--- src/rtl/pdc_pkg.sv ---
package pdc_pkg;
    // Default width of the divisor, high-time and phase fields.
    localparam int unsigned PDC_DEFAULT_W = 8;
endpackage

--- src/rtl/pdc_cfg_sanitize.sv ---
module pdc_cfg_sanitize #(
    parameter int unsigned W = pdc_pkg::PDC_DEFAULT_W
) (
    input  logic [W-1:0] divisor_raw,
    input  logic [W-1:0] high_raw,
    input  logic [W-1:0] preset_raw,
    output logic [W-1:0] div_ok,
    output logic [W-1:0] high_ok,
    output logic [W-1:0] start_ok
);
    localparam logic [W-1:0] ONE  = {{(W-1){1'b0}}, 1'b1};
    localparam logic [W-1:0] ZERO = '0;

    always_comb begin
        // a zero divisor behaves as one
        div_ok = (divisor_raw == ZERO) ? ONE : divisor_raw;

        // clamp high-time into 1 .. div-1; nothing legal when div is 1
        if (div_ok == ONE)
            high_ok = ZERO;
        else if (high_raw == ZERO)
            high_ok = ONE;
        else if (high_raw >= div_ok)
            high_ok = div_ok - ONE;
        else
            high_ok = high_raw;

        // fold an oversized start phase back into the period
        start_ok = preset_raw % div_ok;
    end
endmodule

--- src/rtl/pdc_phase_step.sv ---
module pdc_phase_step #(
    parameter int unsigned W = pdc_pkg::PDC_DEFAULT_W
) (
    input  logic [W-1:0] phase,
    input  logic [W-1:0] div,
    output logic         at_end,
    output logic [W-1:0] phase_inc
);
    localparam logic [W-1:0] ONE = {{(W-1){1'b0}}, 1'b1};

    always_comb begin
        at_end    = (phase == div - ONE);
        phase_inc = phase + ONE;
    end
endmodule

--- src/rtl/pdc_divider.sv ---
module pdc_divider #(
    parameter int unsigned W = pdc_pkg::PDC_DEFAULT_W
) (
    input  logic         clk_i,
    input  logic         rst_i,
    input  logic [W-1:0] divisor_i,
    input  logic [W-1:0] high_i,
    input  logic [W-1:0] preset_i,
    output logic         out_o
);
    typedef struct packed {
        logic [W-1:0] phase;
        logic [W-1:0] div;
        logic [W-1:0] high;
        logic         level;
    } state_t;

    state_t st_d, st_q;

    logic [W-1:0] div_s, high_s, start_s;
    logic         at_end;
    logic [W-1:0] phase_inc;

    pdc_cfg_sanitize #(.W(W)) u_cfg (
        .divisor_raw (divisor_i),
        .high_raw    (high_i),
        .preset_raw  (preset_i),
        .div_ok      (div_s),
        .high_ok     (high_s),
        .start_ok    (start_s)
    );

    pdc_phase_step #(.W(W)) u_step (
        .phase     (st_q.phase),
        .div       (st_q.div),
        .at_end    (at_end),
        .phase_inc (phase_inc)
    );

    always_comb begin
        st_d = st_q;
        if (rst_i) begin
            st_d.div   = div_s;
            st_d.high  = high_s;
            st_d.phase = start_s;
        end else if (at_end) begin
            // settings are adopted only at the period boundary
            st_d.div   = div_s;
            st_d.high  = high_s;
            st_d.phase = '0;
        end else begin
            st_d.phase = phase_inc;
        end
        st_d.level = (st_d.phase < st_d.high);
    end

    always_ff @(posedge clk_i) begin
        st_q <= st_d;
    end

    assign out_o = st_q.level;

    // flat views for the bound checker
    logic [W-1:0] phase_q, div_q, high_q;
    assign phase_q = st_q.phase;
    assign div_q   = st_q.div;
    assign high_q  = st_q.high;
endmodule

--- config.mk ---
export PLATFORM = sky130hd
export DESIGN_NAME = pdc_divider
export DESIGN_NICKNAME = d
export VERILOG_FILES = /design/src/rtl/pdc_pkg.sv /design/src/rtl/pdc_cfg_sanitize.sv /design/src/rtl/pdc_phase_step.sv /design/src/rtl/pdc_divider.sv
export SDC_FILE = /design/constraint.sdc
export NUM_CORES = 1
export LEC_CHECK = 0
export ABC_CLOCK_PERIOD_IN_PS = 14450
export BUFFER_PORTS_ARGS = -buffer_cell sky130_fd_sc_hd__buf_2
export CAP_MARGIN = 40
export CORE_ASPECT_RATIO = 0.75
export CORE_MARGIN = 2
export CORE_UTILIZATION = 60
export CTS_BUF_LIST = sky130_fd_sc_hd__clkbuf_8
export DETAILED_ROUTE_END_ITERATION = 8
export PLACE_DENSITY = 0.9
export SLEW_MARGIN = 30
export SYNTH_ARGS = -nofsm -noshare
export SYNTH_HDL_FRONTEND = slang
export SYNTH_SLANG_ARGS = --single-unit
--- constraint.sdc ---
create_clock -name clk_i -period 14.45 [get_ports clk_i]
set_input_delay 0.7225 -clock clk_i [delete_from_list [all_inputs] [get_ports clk_i]]
set_output_delay 0.7225 -clock clk_i [all_outputs]
set_load 0.005 [all_outputs]
==> impl_results.md <==
- Layout Utilization: 67.8%
- Via count: 3769
- Layout cells sized above 1: 13.8%
- RePlAce Congestion: 0.919
- TritonCTS clock tree: done
- Synth warnings: 0
- Core area: 5890 um2
- N_diodes: 0
- Sequential area share after synthesis: 15.8%
- Data arrival, critical path: 13740 ps
- Post-layout minimum cycle time: 13550 ps
- Final setup skew: 7.58 ps
- Flops & latches, synth: 25
- Root Driver: clkbuf_8
- Final hold slack: 465 ps
- Post-Syn Nets: 546
- Die W: 94.5 um
- Pins over their slew limit: 0
- Reg-to-Reg Start: div_q[3]
- Die Footprint: 6790 um2
- Slowest-stage cell, CP: or4b_2
- R2R depth: 12
- Setup TNS: 0 ps
- Synth top area share: 19.0%
- Port Buffers: 26
- Ranking of synthesized cells by area: ha_1 19%, dfxtp_1 9.2%, edfxtp_1 6.5%
- Drt first pass iters: 5
- Synth unique cells: 66
- Worst-Margin Slew: 738 ps
- H-tree depth: 1
- Worst reg-to-reg setup slack: 10060 ps
- Post-route ant nets: 0
- Top FF cell, synth: dfxtp_1
- Cell row count: 24
- Crit Path Max Fanout: 9
- Worst-path clk slew: 90 ps
- Hold Crit Start: high_q[7]
- Worst Path Buf+Inv: 7
- Hold Path Depth: 1
- Vias per cell: 6.67
- Power Total: 556 uW
- 1st-iter DRT viols: 376
- Critical path's top delay family: compound AO/OA/AOI/OAI gates
- Synthesized area per cell: 7.96 um2
- Asr flop ratio synth: 0%
- DRC Markers: 0
- DP Wirelength: 7.99 mm
- Yosys top cell by area: ha_1
- Worst Hold Endpoint: high_q[7]
- Final count of hold timing violations: 0
- Leakage: 0.00184 uW
- First-pass GRT wire length: 16.3 mm
- WL/cell: 17.9 um
- Initial antenna violation count: 0
- Worst skew pair latency: 270 ps
- Net count, final: 571
- Largest net degree at the start of global routing: 29
- Slew headroom: 50.3%
- Most used cell, CP: ha_1
- CTS Buf Count: 3
- Status: complete, no violations
- Synth Cell Area: 3680 um2
- Final WL: 10.1 mm
- Mapped Cells: 463
- Tcrit/Tclk final: 93.7%
- Clk sinks: 25
- Die Span Y: 71.9 um
- I/O pins: 27
- # setup viols final: 0
- Crit path required time: 14640 ps
- CTS Buffer Depth: 2
- FMAX: 73.8 MHz
- VDD IR-drop max: 0.0000726 V
- R2r endpoint: out_o
- Crit path capture type: flop
- Layout area overhead: 8.39%
- Total grt overflow: 0
- Initial Util: 62.6%
- Setup CP Type: in2reg
- EDFF count, synth: 8
- Gr usage total: 29.8%
- Cell Area, Placed: 3880 um2
- Design Area, Final: 3990 um2
- Worst path max stage delay: 610 ps
- Worst setup SP type: primary input
- Vias in the first global route: 3518
- Max Cap Viol: 0
- Worst hold path class: reg2reg
- # fillers: 473
- PwrDens: 139 nW/um2
per-stage QoR:
step                setup WS (ps)  instances
floorplan                    1230        463
global route                -20.8        565
detailed placement           -282        558
finish                        904        565
global placement              642        557
CTS                          86.2        562
synthesized netlist by cell type, drive strengths merged, types with 2 or more instances:
cell type	instances
o21ai	30
a22oi	2
a21o	16
edfxtp	8
clkbuf	12
xor2	14
dfxtp	17
o31ai	8
nor3	22
mux2i	14
o211ai	7
o21a	12
a21oi	23
a2111oi	6
or2	4
and4	2
a31oi	5
nand2	23
inv	41
or3	9
and3	6
nor4	3
o22ai	3
o41ai	2
nor2b	5
ha	56
a211oi	4
nand4	2
a31o	4
nand2b	4
or4	5
xnor2	14
mux2	3
a41o	2
nor2	46
a21boi	3
nand3	7
flip-flops by register name, indices dropped and copies added, names as in the netlist:
register	cells
div_q	8
high_q	8
out_o	1
phase_q	8
where the power goes:
part           internal (uW)  switching [uW]  leakage, uW  total [uW]
Combinational            163             211      0.00159         374
Clock                   20.2            23.2    0.0000261        43.4
Sequential               108            30.5     0.000221         139
Total                    291             265      0.00184         556
cell families (layout without fill, tap and decap cells):
| logic type | count (synthesis) | count (layout) | synth area share (%) |
|---|---|---|---|
| AND/OR/NAND/NOR | 143 | 143 | 20.7 |
| AO/OA/AOI/OAI | 139 | 139 | 26.9 |
| adder cells (fa/ha/maj) | 57 | 57 | 19.6 |
| buffers and inverters | 54 | 78 | 5.71 |
| XOR/XNOR | 28 | 28 | 6.66 |
| flip-flops | 25 | 25 | 15.8 |
| multiplexers | 17 | 17 | 4.72 |
what timing repair did:
action / 4_1_cts / 5_1_grt
hold buffers: 0 / 0
pin swaps: 0 / 2
endpoints found under the setup margin: 1 / 9
gates resized for setup: 1 / 11
setup buffers: 0 / 2
endpoints found under the hold margin: 0 / 0
worst max-delay path by stage:
stage	endpoint	from	cells past startpoint	slack (ps)
5_1_grt	out_o	divisor_i[3]	58	-20
2_1_floorplan	out_o	divisor_i[2]	57	1230
6_report	out_o	divisor_i[5]	57	900
4_1_cts	out_o	divisor_i[5]	56	90
3_5_place_dp	out_o	divisor_i[5]	56	-280
3_3_place_gp	out_o	divisor_i[5]	56	640
per-layer routing:
layer / routed length (um) / part of all wire, % / GRT usage (%) / up-vias
met4: 188 / 1.9 / 7.41 / 0
met1: 4440 / 44 / 41.1 / 1777
li1: - / - / - / 1768
met3: 834 / 8.2 / 2.63 / 24
met2: 4680 / 46 / 50.7 / 200
met5: 0 / 0 / 0 / -
cell usage in the layout, fill, tap and decap left out, types with 3 or more instances in the layout:
cell,count
a211oi_1,3
a21o_1,16
a21oi_1,23
a31o_2,3
a31oi_1,5
and3_1,6
buf_2,26
buf_4,5
clkbuf_8,3
dfxtp_1,17
edfxtp_1,8
ha_1,56
inv_1,41
mux2_2,3
mux2i_1,14
nand2_1,23
nand2b_1,4
nand3_1,7
nor2_1,40
nor2_4,6
nor2b_1,5
nor3_1,21
nor4_1,3
o211ai_1,6
o21a_1,12
o21ai_0,24
o21ai_1,5
o22ai_1,3
o31ai_1,8
or2_2,4
or3_1,8
or4_1,4
xnor2_1,14
xor2_1,14
cell type report:
type	count	area, um2	area share, %
Multi-Input combinational cell	384	2930	73.4
Timing Repair Buffer	33	179	4.48
Inverter	41	154	3.85
Tap cell	78	97.6	2.44
Clock buffer	3	41.3	1.03
Sequential cell	25	581	14.5
Clock inverter	1	8.76	0.219
(Power assumes the default switching activity.)
